`src/rtl/io_window_pkg.sv`:
```
package io_window_pkg;

  // Forwarding behaviour selected by the control register mode field.
  typedef enum logic [1:0] {
    FWD_BLOCK   = 2'd0,
    FWD_PASS    = 2'd1,
    FWD_RSVD    = 2'd2,
    FWD_BCAST   = 2'd3
  } fwd_mode_e;

  // Register select: 0 is control, then low/high per window.
  localparam int unsigned SEL_CTRL = 0;

  function automatic int unsigned sel_low(input int unsigned win);
    return 1 + 2 * win;
  endfunction

  function automatic int unsigned sel_high(input int unsigned win);
    return 2 + 2 * win;
  endfunction

endpackage

```
`src/rtl/window_regs.sv`:
```
module window_regs
  import io_window_pkg::*;
#(
  parameter int unsigned DATA_W   = 32,
  parameter int unsigned NUM_WIN  = 2,
  parameter int unsigned MODE_LSB = 7,
  localparam int unsigned SEL_W   = $clog2(2 * NUM_WIN + 1)
) (
  input  logic                           clk,
  input  logic                           rst,
  input  logic                           wr_en,
  input  logic [SEL_W-1:0]               wr_sel,
  input  logic [DATA_W-1:0]              wr_data,
  output logic [NUM_WIN-1:0][DATA_W-1:0] win_lo,
  output logic [NUM_WIN-1:0][DATA_W-1:0] win_hi,
  output fwd_mode_e                      mode
);

  always_ff @(posedge clk) begin
    if (rst) begin
      mode <= FWD_BLOCK;
    end else if (wr_en && wr_sel == SEL_W'(SEL_CTRL)) begin
      mode <= fwd_mode_e'(wr_data[MODE_LSB +: 2]);
    end
  end

  for (genvar k = 0; k < NUM_WIN; k++) begin : g_win
    always_ff @(posedge clk) begin
      if (rst) begin
        win_lo[k] <= '0;
        win_hi[k] <= '0;
      end else if (wr_en) begin
        if (wr_sel == SEL_W'(sel_low(k)))  win_lo[k] <= wr_data;
        if (wr_sel == SEL_W'(sel_high(k))) win_hi[k] <= wr_data;
      end
    end
  end

endmodule

```
`src/rtl/window_match.sv`:
```
module window_match #(
  parameter int unsigned HADDR_W = 40,
  parameter int unsigned DATA_W  = 32,
  parameter int unsigned PFX_W   = 8,
  parameter int unsigned SEG_W   = 4,
  parameter int unsigned RNG_W   = 12,
  localparam int unsigned SEG_TOP = HADDR_W - PFX_W - 1,
  localparam int unsigned RNG_TOP = SEG_TOP - SEG_W
) (
  input  logic [HADDR_W-1:0] addr,
  input  logic [DATA_W-1:0]  lo,
  input  logic [DATA_W-1:0]  hi,
  output logic               hit
);

  logic             pfx_ok;
  logic             seg_ok;
  logic             rng_ok;
  logic [RNG_W-1:0] a_rng;
  logic [RNG_W-1:0] lo_rng;
  logic [RNG_W-1:0] hi_rng;

  assign a_rng  = addr[RNG_TOP -: RNG_W];
  assign lo_rng = lo[RNG_W-1:0];
  assign hi_rng = hi[RNG_W-1:0];

  assign pfx_ok = &addr[HADDR_W-1 -: PFX_W];
  assign seg_ok = addr[SEG_TOP -: SEG_W] == lo[RNG_W +: SEG_W];
  assign rng_ok = (a_rng >= lo_rng) && (a_rng < hi_rng);
  assign hit    = pfx_ok && seg_ok && rng_ok;

  // a matching window always has a non-empty span
  always_comb begin
    if (hit) begin
      nonempty_span_chk: assert (lo_rng < hi_rng);
    end
  end

endmodule

```
`src/rtl/addr_xlate.sv`:
```
module addr_xlate #(
  parameter int unsigned HADDR_W = 40,
  parameter int unsigned DADDR_W = 32,
  parameter int unsigned PFX_W   = 8,
  parameter int unsigned SEG_W   = 4,
  parameter int unsigned TOP_W   = 4,
  parameter int unsigned BCAST_W = 14,
  localparam int unsigned LOW_W  = 2,
  localparam int unsigned MID_W  = DADDR_W - TOP_W - LOW_W,
  localparam int unsigned SRC_TOP = HADDR_W - PFX_W - SEG_W - 1
) (
  input  logic [HADDR_W-1:0] addr,
  input  logic               bcast,
  output logic [DADDR_W-1:0] daddr
);

  logic [DADDR_W-1:0] base;

  assign base = {{TOP_W{1'b1}}, addr[SRC_TOP -: MID_W], {LOW_W{1'b0}}};

  always_comb begin
    daddr = base;
    if (bcast) daddr[DADDR_W-1 -: BCAST_W] = '1;
  end

endmodule

```
`src/rtl/io_window_fwd.sv`:
```
module io_window_fwd
  import io_window_pkg::*;
#(
  parameter int unsigned HADDR_W  = 40,
  parameter int unsigned DADDR_W  = 32,
  parameter int unsigned DATA_W   = 32,
  parameter int unsigned NUM_WIN  = 2,
  parameter int unsigned PFX_W    = 8,
  parameter int unsigned SEG_W    = 4,
  parameter int unsigned RNG_W    = 12,
  parameter int unsigned TOP_W    = 4,
  parameter int unsigned BCAST_W  = 14,
  parameter int unsigned MODE_LSB = 7,
  localparam int unsigned SEL_W   = $clog2(2 * NUM_WIN + 1),
  localparam int unsigned IDX_W   = (NUM_WIN > 1) ? $clog2(NUM_WIN) : 1
) (
  input  logic               clk,
  input  logic               rst,
  input  logic               wr_en,
  input  logic [SEL_W-1:0]   wr_sel,
  input  logic [DATA_W-1:0]  wr_data,
  input  logic               req_valid,
  input  logic [HADDR_W-1:0] req_addr,
  input  logic               req_short_wr,
  output logic               out_valid,
  output logic               out_fwd,
  output logic               out_hit,
  output logic [IDX_W-1:0]   out_win,
  output logic [DADDR_W-1:0] out_addr
);

  logic [NUM_WIN-1:0][DATA_W-1:0] win_lo;
  logic [NUM_WIN-1:0][DATA_W-1:0] win_hi;
  fwd_mode_e                      mode;
  logic [NUM_WIN-1:0]             w_hit;
  logic                           any_hit;
  logic [IDX_W-1:0]               sel_idx;
  logic                           bcast;
  logic                           pass;
  logic [DADDR_W-1:0]             xl_addr;

  window_regs #(
    .DATA_W   (DATA_W),
    .NUM_WIN  (NUM_WIN),
    .MODE_LSB (MODE_LSB)
  ) u_regs (
    .clk     (clk),
    .rst     (rst),
    .wr_en   (wr_en),
    .wr_sel  (wr_sel),
    .wr_data (wr_data),
    .win_lo  (win_lo),
    .win_hi  (win_hi),
    .mode    (mode)
  );

  for (genvar k = 0; k < NUM_WIN; k++) begin : g_match
    window_match #(
      .HADDR_W (HADDR_W),
      .DATA_W  (DATA_W),
      .PFX_W   (PFX_W),
      .SEG_W   (SEG_W),
      .RNG_W   (RNG_W)
    ) u_match (
      .addr (req_addr),
      .lo   (win_lo[k]),
      .hi   (win_hi[k]),
      .hit  (w_hit[k])
    );
  end

  // Lowest-numbered hitting window wins.
  always_comb begin
    sel_idx = '0;
    for (int i = NUM_WIN - 1; i >= 0; i--) begin
      if (w_hit[i]) sel_idx = IDX_W'(i);
    end
  end

  assign any_hit = |w_hit;
  assign bcast   = (mode == FWD_BCAST);
  assign pass    = any_hit && ((mode == FWD_PASS) || (bcast && req_short_wr));

  addr_xlate #(
    .HADDR_W (HADDR_W),
    .DADDR_W (DADDR_W),
    .PFX_W   (PFX_W),
    .SEG_W   (SEG_W),
    .TOP_W   (TOP_W),
    .BCAST_W (BCAST_W)
  ) u_xlate (
    .addr  (req_addr),
    .bcast (bcast),
    .daddr (xl_addr)
  );

  always_ff @(posedge clk) begin
    if (rst) begin
      out_valid <= 1'b0;
      out_fwd   <= 1'b0;
      out_hit   <= 1'b0;
      out_win   <= '0;
      out_addr  <= '0;
    end else begin
      out_valid <= req_valid;
      out_fwd   <= req_valid && pass;
      out_hit   <= req_valid && any_hit;
      out_win   <= req_valid ? sel_idx : '0;
      out_addr  <= (req_valid && pass) ? xl_addr : '0;
    end
  end


  valid_follows_req_chk: assert property (@(posedge clk) disable iff (rst)
    out_valid |-> $past(req_valid));


  prefix_gate_chk: assert property (@(posedge clk) disable iff (rst)
    out_hit |-> (&$past(req_addr[HADDR_W-1 -: PFX_W])));


  dn_frame_chk: assert property (@(posedge clk) disable iff (rst)
    out_fwd |-> ((&out_addr[DADDR_W-1 -: TOP_W]) && out_addr[1:0] == 2'b00));


  block_mode_chk: assert property (@(posedge clk) disable iff (rst)
    (out_valid && $past(mode) != FWD_PASS && $past(mode) != FWD_BCAST) |-> !out_fwd);


  bcast_short_chk: assert property (@(posedge clk) disable iff (rst)
    (out_fwd && $past(mode) == FWD_BCAST) |->
      ($past(req_short_wr) && (&out_addr[DADDR_W-1 -: BCAST_W])));


  win0_prio_chk: assert property (@(posedge clk) disable iff (rst)
    (out_valid && $past(w_hit[0])) |-> (out_hit && out_win == '0));

endmodule

```
`config.mk`:
```
export PLATFORM = sky130hd
export DESIGN_NAME = io_window_fwd
export DESIGN_NICKNAME = d
export VERILOG_FILES = /design/src/rtl/io_window_pkg.sv /design/src/rtl/window_regs.sv /design/src/rtl/window_match.sv /design/src/rtl/addr_xlate.sv /design/src/rtl/io_window_fwd.sv
export SDC_FILE = /design/constraint.sdc
export NUM_CORES = 1
export LEC_CHECK = 0
export BUFFER_PORTS_ARGS = -buffer_cell sky130_fd_sc_hd__buf_2
export CAP_MARGIN = 20
export CORE_AREA = 2 2 103 105
export CTS_BUF_LIST = sky130_fd_sc_hd__clkbuf_16
export DETAILED_ROUTE_END_ITERATION = 8
export DIE_AREA = 0 0 105 107
export GPL_TIMING_DRIVEN = 0
export PLACE_DENSITY_LB_ADDON = 0.05
export SLEW_MARGIN = 20
export SYNTH_ARGS = -nofsm -noshare
export SYNTH_HDL_FRONTEND = slang
export SYNTH_SLANG_ARGS = --single-unit
```
`constraint.sdc`:
```
create_clock -name clk -period 2 [get_ports clk]
set_input_delay 0.3 -clock clk [delete_from_list [all_inputs] [get_ports clk]]
set_output_delay 0.3 -clock clk [all_outputs]
set_load 0.01 [all_outputs]
```
Yosys cells after proc, flatten, opt, wreduce, memory -nomap -nowiden

Index checks and enable logic that the tools add are counted.

Register bits: 94
Bits in latches: 0
Memory bits (writable): 0
Bits in read-only memories: 0
Input port bits: 80
Output and inout bits: 36
Word-level logic and storage cells: 48
Memories kept: 0

$add $sub $neg: 0
Multiply operators: 0
Divide/modulo/power cells: 0
Order comparisons: 4
Equal/unequal tests: 8
Shift operators: 0
Mux-type cells: 2
Bitwise gates (word level): 2
Reductions and logical operators: 21

Operators by type and width:

| cell                 | number |
|---|---|
| $ge A12 B12 Y1       | 2 |
| $lt A12 B12 Y1       | 2 |
| $logic_and A1 B1 Y1  | 11 |
| $mux W10             | 1 |
| $eq A4 B4 Y1         | 2 |
| $reduce_and A2 Y1    | 4 |
| $reduce_and A8 Y1    | 1 |
| $eq A3 B2 Y1 const B | 2 |
| $reduce_or A2 Y1     | 2 |
| $eq A3 B1 Y1 const B | 1 |
| $eq A3 B3 Y1 const B | 1 |
| $logic_not A3 Y1     | 1 |
| $reduce_or A3 Y1     | 1 |
| $eq A2 B1 Y1 const B | 1 |
| $eq A2 B2 Y1 const B | 1 |
| $not A1 Y1           | 2 |
| $logic_or A1 B1 Y1   | 1 |
| $mux W1              | 1 |

Longest topological paths before layout

Gate-level depths: netlist (run 1).

Depth in word-level cells: 8
Depth in mapped cells: 10
Mapped depth without buffers: 8

Cells and area by module

Synthesis (run 1) repeated with hierarchy kept, for this count alone.

Cells, all modules: 794
Area total of the unflattened synthesis: 8170.3 um^2

By module, submodules not included:

| module        | instances | cells an instance | area an instance (um^2) | sequential area each (um^2) |
|---|---|---|---|---|
| window_regs   | 1         | 462               | 5195.0                  | 2602.5 |
| io_window_fwd | 1         | 124               | 1443.9                  | 720.7 |
| window_match  | 2         | 87                | 648.1                   | 0.0 |
| addr_xlate    | 1         | 34                | 235.2                   | 0.0 |

Worst setup path after synthesis (run 1)

Ideal clock, no wire load.

Path kind: register to register
From: register u_regs.win_hi[9] in the netlist's numbering
To: register out_addr[25]
Setup time: 0.066 ns
Arrival time: 2.008 ns
Required time: 1.934 ns
Path slack: -0.075 ns
Stages on the path, launching flop included: 11
Buffers on the path: 2
Clock period less this slack: 2.075 ns
Path through: dfxtp_1 inv_1 ha_1 a211oi_1 nor2_1 or4_1 nor2_1 o211ai_1 buf_2 buf_6 a21oi_2

Word-level cells in the longest chain between the ends: 8

Ends and longest elaborated chain:

| item                              | RTL line             | text |
|---|---|---|
| from (decl)                       | window_regs.sv:15    | `output logic [NUM_WIN-1:0][DATA_W-1:0] win_hi,` |
| from (signal, indexed assignment) | window_regs.sv:34    | `if (wr_sel == SEL_W'(sel_high(k))) win_hi[k] <= wr_data;` |
| $lt A12 B12 Y1                    | window_match.sv:29   | `assign rng_ok = (a_rng >= lo_rng) && (a_rng < hi_rng);` |
| $logic_and A1 B1 Y1               | window_match.sv:29   |  |
| $logic_and A1 B1 Y1               | window_match.sv:30   | `assign hit = pfx_ok && seg_ok && rng_ok;` |
| $reduce_or A2 Y1                  | io_window_fwd.sv:80  | `assign any_hit = \|w_hit;` |
| $logic_and A1 B1 Y1               | io_window_fwd.sv:82  | `assign pass = any_hit && ((mode == FWD_PASS) \|\| (bcast && req_short_wr));` |
| $logic_and A1 B1 Y1               | io_window_fwd.sv:109 | `out_addr <= (req_valid && pass) ? xl_addr : '0;` |
| $not A1 Y1 (no source line)       | n/a                  |  |
| $reduce_or A2 Y1 (no source line) | n/a                  |  |
| to (signal assigned)              | io_window_fwd.sv:109 |  |
| to (decl)                         | io_window_fwd.sv:29  | `output logic [DADDR_W-1:0] out_addr` |

Every way passes these cells.
A chain may end at the register's enable or synchronous reset.

Worst setup path in the final report (run 1)

From: register u_regs.win_hi[1] in the netlist's numbering
To: register out_addr[19]

Same word-level chain as after synthesis.

==> summary.md, run 1 <==
| Metric | Value |
|---|---|
| Seq cells post-synth | `89` |
| CTS buffer count | `9` |
| H-tree Lvls | `3` |
| Vias in the first global route | `3,700` |
| Placed cell count | `782` |
| Power Dens Cells | `around 700 nW/um^2` |
| Worst skew pair latency | `about 0.34 ns` |
| WP data required | `2.27 ns` |
| Worst-path cell chain | `inv_2 > ha_4 > a2111oi_4 > a2111oi_4 > a2111oi_2 > buf_4 > o211ai_1 > buf_4 > buf_12 > a21oi_4` |
| Max Buffers Root-to-Sink | `2` |
| CP Launch Type | `flip-flop` |
| Fin Setup TNS | `-0.253 ns` |
| Crit path arrival time | `approximately 2.3 ns` |
| Die Y-Extent | `107 um` |
| Die Width | `roughly 110 um` |
| Setup ws final | `-0.0251 ns` |
| Failing checks | `setup timing` |
| Clock sink total | `slightly below 90` |
| Largest family of logic cells by synthesized area | `simple AND/OR/NAND/NOR gates` |
| Post-synth EDFFs | `0` |
| Peak Freq | `494 MHz` |
| Final Max Slew Viols | `0` |
| Asr flop ratio synth | `0%` |
| First-pass GRT wire length | `~18,000 um` |
| Drt drc | `0` |
| Most frequent cells in the layout | `nand2_1, buf_2, dfxtp_1, a21oi_1, inv_1` |
| XOR/XNOR Fraction of Synth Area | `1.59%` |
| Core Util, Final | `between 50% and 60%` |
| Most common cell after layout, fill and taps aside | `nand2_1` |
| Final Hold Fails | `0` |
| Synthesis Warnings | `0` |
| Non-filler cells, final | `about 800` |
| Largest net degree at the start of global routing | `16` |
| Post-synthesis mux area share | `less than 1%` |
| Post-Synth Adder-Cell Area | `between 10% and 20%` |
| Synth Area in Compound Gates | `~18%` |
| NumNets Final | `788` |
| Hpwl dp | `8640 um` |
| Initial antenna violation count | `0` |
| Avg WL per Cell | `~14 um` |
| Die ar. | `around 11,000 um^2` |
| Final number of setup-violating endpoints | `19` |
| Minimum clock period after layout | `roughly 2.0 ns` |
| GRT Total Usage | `about a fifth` |
| Final worst-path cycle share | `101%` |
| Row Count | `37` |
| Critical path type | `reg -> reg` |
| Cells after Synth | `550` |
| TritonCTS clock tree | `yes` |
| Slew headroom | `about 64%` |
| Port buffer count | `between 90 and 100` |
| Routability cong. | `a little over 0.8` |
| Core box area | `~10,000 um^2` |
| Status | `finished with violations` |
| CP max-delay cell | `dfxtp_2` |
| First DRT Iteration DRCs | `~130` |
| Initial Util | `between 40% and 50%` |
| Grt total ovfl | `0` |
| Avg Cell Area, Syn | `between 8 and 9 um^2` |
| Layout cell share with drive strength beyond 1 | `26.5%` |
| Total number of vias | `between 3,000 and 4,000` |
| Max Cap Viol | `0` |
| RSZ-0062 raised after global routing | `yes` |
| Vias per cell | `~4.9` |
| Crit path max fanout | `9` |
| Clk pin slew, worst setup/hold paths | `approximately 0.070 ns` |
| Number of diodes | `0` |
| Dpl cell area | `approximately 5100 um^2` |
| Slew at the pin with the worst max-slew slack | `0.538 ns` |
| DRT Pass-1 Iters | `4` |
| Sequential share of the synthesized area | `40.4%` |
| Filler cells | `~1,000` |
| Remaining antenna violation count | `0` |
| Largest stage delay, worst path | `approximately 0.33 ns` |
| Mapped cell area | `4410 um^2` |
| Worst Setup End Kind | `flip-flop` |
| HP Class | `in -> reg` |
| IO Pins | `approximately 120` |
| Final wirelength | `between 10,000 and 15,000 um` |
| Synth Area in Simple Gates | `between 10% and 20%` |
| Design Area, Final | `approximately 5600 um^2` |
| Dominant synthesized flop cell | `dfxtp_1` |
| Root Buffer | `clkbuf_16` |
| Area growth syn-to-layout | `27.9%` |
| Synth cell types | `42` |
| Max VDD drop | `0.327 mV` |
| Power, Total | `between 3000 and 4000 uW` |
| Leakage power | `roughly 0.0021 uW` |
| Clk_skew | `0.00699 ns` |
==> worst paths after layout <==
| path | to | cells past startpoint | startpoint | slack, ns |
|---|---|---|---|---|
| setup / recovery | out_addr[19] | 10 | u_regs.win_hi[1] | -0.03 |
| hold / removal | out_addr[13] | 3 | req_addr[13] | 0.21 |
| setup reg to reg | out_addr[19] | 10 | u_regs.win_hi[1] | -0.03 |
| hold reg to reg | u_regs.win_lo[9] | 2 | u_regs.win_lo[9] | 0.46 |
==> per-stage QoR <==
step                      setup slack (ns)  hold WS [ns]
after CTS                          -0.0265         0.202
after detailed placement            -0.570         0.447
final                              -0.0251         0.209
after floorplan                     0.0333         0.383
after global placement              -0.568         0.443
after global routing                -0.167         0.212
==> repair_timing <==
| action | 4_1_cts | 5_1_grt |
|---|---|---|
| pin swaps | 5 | 2 |
| hold buffers | 0 | 0 |
| setup endpoints to repair | 30 | 30 |
| resized for setup | 37 | 19 |
| buffers inserted | 3 | 1 |
| gates cloned | 0 | 1 |
==> synth_stat cells, types with 3 or more instances <==
| cell | count | area, um^2 |
|---|---|---|
| a21oi_2 | 10 | 87.6 |
| a21oi_1 | 82 | 410 |
| o211ai_1 | 3 | 22.5 |
| buf_4 | 5 | 37.5 |
| nand3_1 | 20 | 100 |
| nor2b_1 | 15 | 93.8 |
| dfxtp_1 | 89 | 1780 |
| xnor2_1 | 6 | 52.6 |
| a211oi_1 | 7 | 52.6 |
| nand2_1 | 120 | 450 |
| o21ai_0 | 19 | 95.1 |
| clkbuf_1 | 25 | 93.8 |
| inv_1 | 48 | 180 |
| ha_1 | 46 | 576 |
| nand4_1 | 7 | 43.8 |
| nor2_1 | 15 | 56.3 |
==> layer usage <==
metal / wire, um / GRT usage, % / up-vias
li1: - / - / 2059
met1: 5380 / 27.6 / 1777
met2: 5590 / 35.7 / 86
met3: 458 / 2.67 / 8
met4: 102 / 6.57 / 0
met5: 0 / 0 / -
==> critical path: cells and delay by family (launching register included) <==
kind / cells / cell delay [ns]
AOI/OAI and AO/OA: 5 / 0.86
buffers and inverters: 4 / 0.54
DFF: 1 / 0.33
adders and majority gates: 1 / 0.21
==> cell type report <==
| type | instances | area [um^2] | share of cell area (%) |
|---|---|---|---|
| plain buffers | 34 | 195 | 3.46 |
| clock buffers | 9 | 225 | 3.99 |
| clock inverters | 7 | 71.3 | 1.26 |
| inverters | 48 | 180 | 3.19 |
| multi-input cells | 380 | 2490 | 44.1 |
| flip-flops and latches | 89 | 1790 | 31.7 |
| well taps | 136 | 170 | 3.02 |
| repair buffers | 100 | 526 | 9.31 |
==> flip-flops by register name (all words and copies together), names as in the netlist <==
register,cells
u_regs.win_lo,32
out_valid,1
u_regs.mode,2
out_addr,27
out_hit,1
u_regs.win_hi,24
out_fwd,1
out_win,1
==> kinds of logic (layout without fill, tap and decap cells) <==
family	after synthesis	after routing
flops	89	89
simple gates	191	191
buf+inv	82	198
other cells	1	2
mux	2	2
fa+ha+maj	46	46
xor+xnor	8	8
compound gates	131	131
==> where the power goes <==
part	switching [uW]	internal, uW
sequential	13.4	1800
combinational	247	177
clock	707	968
total	968	2940
No activity file was read; power rests on OpenSTA's default activity.
==> run 2, diff against run 1 <==
--- a/config.mk
+++ b/config.mk
@@ -5,6 +5,7 @@
 export SDC_FILE = /design/constraint.sdc
 export NUM_CORES = 1
 export LEC_CHECK = 0
+export ABC_AREA = 1
 export BUFFER_PORTS_ARGS = -buffer_cell sky130_fd_sc_hd__buf_2
 export CAP_MARGIN = 20
 export CORE_AREA = 2 2 103 105
==> run 2 against run 1 <==
The flow now finishes without violations; critical path type unchanged; via count fell by 0.48%; area after synthesis up 1.7%; largest cell class unchanged; count of clock-buffer cells in the layout unchanged; critical endpoint is now out_addr[24].
==> summary.md, run 2 <==
| Metric | Value |
|---|---|
| Synthesis Warnings | `0 (unchanged)` |
| Slew headroom | `53.4% (was 64.1%)` |
| Status | `complete, no violations (was finished with violations)` |
| Vias per cell | `4.83 (was 4.89)` |
| Dominant synthesized flop cell | `dfxtp_1 (unchanged)` |
| IO Pins | `116 (unchanged)` |
| Die Width | `105 um (unchanged)` |
| Initial antenna violation count | `0 (unchanged)` |
| HP Class | `in -> reg (unchanged)` |
| Placed cell count | `789 (was 782)` |
| Total number of vias | `3,911 (was 3,930)` |
| Minimum clock period after layout | `1.90 ns (was 2.03 ns)` |
| Non-filler cells, final | `810 (was 803)` |
| TritonCTS clock tree | `yes (unchanged)` |
| Storage cell area | `1780 um^2 (was 1790 um^2)` |
| Peak Freq | `527 MHz (was 494 MHz)` |
| Port buffer count | `93 (was 95)` |
| Final Hold Fails | `0 (unchanged)` |
| Crit path max fanout | `6 (was 9)` |
| Grt total ovfl | `0 (unchanged)` |
| Area contributors post-synth | `dfxtp_1, ha_1, a211oi_1 (was dfxtp_1, ha_1, nand2_1)` |
| Reg2Reg Setup Slack | `0.10 ns (was -0.03 ns)` |
| Area growth syn-to-layout | `24.7% (was 27.9%)` |
| Largest net degree at the start of global routing | `15 (was 16)` |
| Number of diodes | `0 (unchanged)` |
| Power, Total | `4210 uW (was 3910 uW)` |
| NumNets Final | `795 (was 788)` |
| RSZ-0062 raised after global routing | `no (was yes)` |
| Die ar. | `11,200 um^2 (unchanged)` |
| Worst skew pair latency | `0.34 ns (about the same)` |
| Multi-input logic area | `2250 um^2 (was 2490 um^2)` |
| Die Y-Extent | `107 um (unchanged)` |
| Final Max Slew Viols | `0 (unchanged)` |
| Clock sink total | `89 (unchanged)` |
| Critical path type | `reg -> reg (unchanged)` |
| Hpwl dp | `8430 um (was 8640 um)` |
| Cells after Synth | `559 (was 550)` |
| Slew at the pin with the worst max-slew slack | `0.699 ns (was 0.538 ns)` |
| Most common cell in the synthesized netlist | `inv_1 (was nand2_1)` |
| Post-synth top area cell | `dfxtp_1 (unchanged)` |
| First-pass GRT wire length | `18,300 um (about the same)` |
| Max Buffers Root-to-Sink | `2 (unchanged)` |
| Most frequent cells in the layout | `inv_1, buf_2, dfxtp_1, nand2_1, nor2_1 (was nand2_1, buf_2, dfxtp_1, a21oi_1, inv_1)` |
| Synth cell types | `31 (was 42)` |
| Power Dens Cells | `752 nW/um^2 (was 693 nW/um^2)` |
| Final worst-path cycle share | `94.8% (was 101%)` |
| WP data required | `2.28 ns (was 2.27 ns)` |
| Post-synth EDFFs | `0 (unchanged)` |
| Fin Setup TNS | `0 ns (was -0.253 ns)` |
| Clk pin slew, worst setup/hold paths | `0.06 ns (was 0.07 ns)` |
| Max reg flops | `32 (unchanged)` |
| Worst Setup End Kind | `flip-flop (unchanged)` |
| Top cell type's share of synthesized area | `39.7% (was 40.4%)` |
| Remaining antenna violation count | `0 (unchanged)` |
| First DRT Iteration DRCs | `171 (was 127)` |
| Row Count | `37 (unchanged)` |
| Sequential share of the synthesized area | `39.7% (was 40.4%)` |
| Final number of setup-violating endpoints | `0 (was 19)` |
| Crit path arrival time | `2.18 ns (was 2.29 ns)` |
| CTS buffer count | `9 (unchanged)` |
| Dpl cell area | `5120 um^2 (was 5070 um^2)` |
| Vias in the first global route | `3,719 (was 3,700)` |
| Clk_skew | `0.00717 ns (was 0.00699 ns)` |
| Final wirelength | `11,700 um (was 11,500 um)` |
| Top Registers | `u_regs.win_lo: 32 flops, out_addr: 27 flops, u_regs.win_hi: 24 flops (unchanged)` |
| Most flops, register | `u_regs.win_lo (unchanged)` |
| GRT Total Usage | `21.2% (was 20.9%)` |
| Most frequent cells after synthesis | `inv_1, dfxtp_1, nand2_1 (was nand2_1, dfxtp_1, a21oi_1)` |
| Layout cell share with drive strength beyond 1 | `24.6% (was 26.5%)` |
| Mapped cell area | `4490 um^2 (was 4410 um^2)` |
| Initial Util | `44.4% (was 43.7%)` |
| Drt drc | `0 (unchanged)` |
| DRT Pass-1 Iters | `4 (unchanged)` |
| Seq cells post-synth | `89 (unchanged)` |
| Max VDD drop | `0.414 mV (was 0.327 mV)` |
| Root Buffer | `clkbuf_16 (unchanged)` |
| Avg WL per Cell | `14.4 um (about the same)` |
| Hold buffers post-CTS | `0 (unchanged)` |
| Filler cells | `1,005 (was 1,033)` |
| Routability cong. | `0.854 (was 0.816)` |
| Design Area, Final | `5590 um^2 (was 5640 um^2)` |
| H-tree Lvls | `3 (unchanged)` |
| Max Cap Viol | `0 (unchanged)` |
| Most common cell after layout, fill and taps aside | `inv_1 (was nand2_1)` |
| CP Launch Type | `flip-flop (unchanged)` |
| Leakage power | `0.00258 uW (was 0.00215 uW)` |
| Core box area | `10,100 um^2 (unchanged)` |
| Avg Cell Area, Syn | `8.02 um^2 (about the same)` |
| Core Util, Final | `55.4% (was 55.9%)` |
| Asr flop ratio synth | `0% (unchanged)` |
-- run 2: changes by cell type after synthesis, sizes merged, moves of 3 or more --
cell,change
nand2,-37
clkbuf,-10
nor2b,-15
o21ai,-11
a2111oi,-3
a211oi,+42
a21oi,-64
xnor2,-5
nor3,+4
nor2,+83
nand2b,-3
o211ai,-3
nand3,-7
inv,+53
-- run 2: logic make-up (layout without fill, tap and decap cells) --
group                    count (synthesis)  after routing  synth area share [%]
XOR/XNOR                                 1              1                 0.195
AO/OA/AOI/OAI                           87             87                  12.5
flip-flops                              89             89                  39.7
buffers and inverters                  128            241                  12.1
AND/OR/NAND/NOR                        207            208                  22.6
adder cells (fa/ha/maj)                 46             46                  12.8
other                                    1              2                0.0836
-- run 2: routing by layer --
layer | routed length [um] | track usage, % | vias up
met2 | 5530 | 35.3 | 117
met3 | 597 | 3.95 | 20
met4 | 273 | 8.29 | 0
met5 | 0 | 0 | -
li1 | - | - | 2002
met1 | 5290 | 27.2 | 1772
-- run 2: metrics by stage --
stage,setup WS (ns),hold WS [ns]
floorplan,0.325,0.412
global placement,-0.0908,0.454
detailed placement,-0.171,0.457
CTS,0.0340,0.150
global route,0.00267,0.148
finish,0.104,0.156
-- run 2: critical path, stage by stage, from the launching register on --
cell	delay (ns)
dfxtp_2	0.32
inv_2	0.07
ha_4	0.20
nand2_1	0.06
nand2_1	0.06
nor2_2	0.12
nand3_2	0.11
nor3_4	0.22
nand4_1	0.17
nand2_4	0.14
nand2_8	0.09
clkbuf_16	0.20
nor2_4	0.06
-- run 2: power by group --
part / internal, uW / switching, uW
logic: 179 / 291
clock network: 1210 / 704
registers: 1810 / 12.3
total: 3200 / 1010
-- run 2: final timing paths --
path                     start  cells past startpoint                 to
max          u_regs.win_hi[11]                     12       out_addr[24]
min                        rst                      2          out_valid
max reg2reg  u_regs.win_hi[11]                     12       out_addr[24]
min reg2reg  u_regs.win_lo[32]                      2  u_regs.win_lo[32]
-- run 2: cell type report --
type                    instances  area share (%)
plain buffers                  25            2.75
clock buffers                   9            4.03
clock inverters                 7            1.97
inverters                     103            6.91
multi-input cells             344            40.2
flip-flops and latches         89            31.9
well taps                     136            3.04
repair buffers                 97            9.17
-- run 2: repair_timing --
| action | CTS | global route |
|---|---|---|
| buffers inserted | 0 | 3 |
| pin swaps | 0 | 10 |
| setup endpoints to repair | 20 | 20 |
| gates cloned | 0 | 2 |
| resized for setup | 1 | 16 |
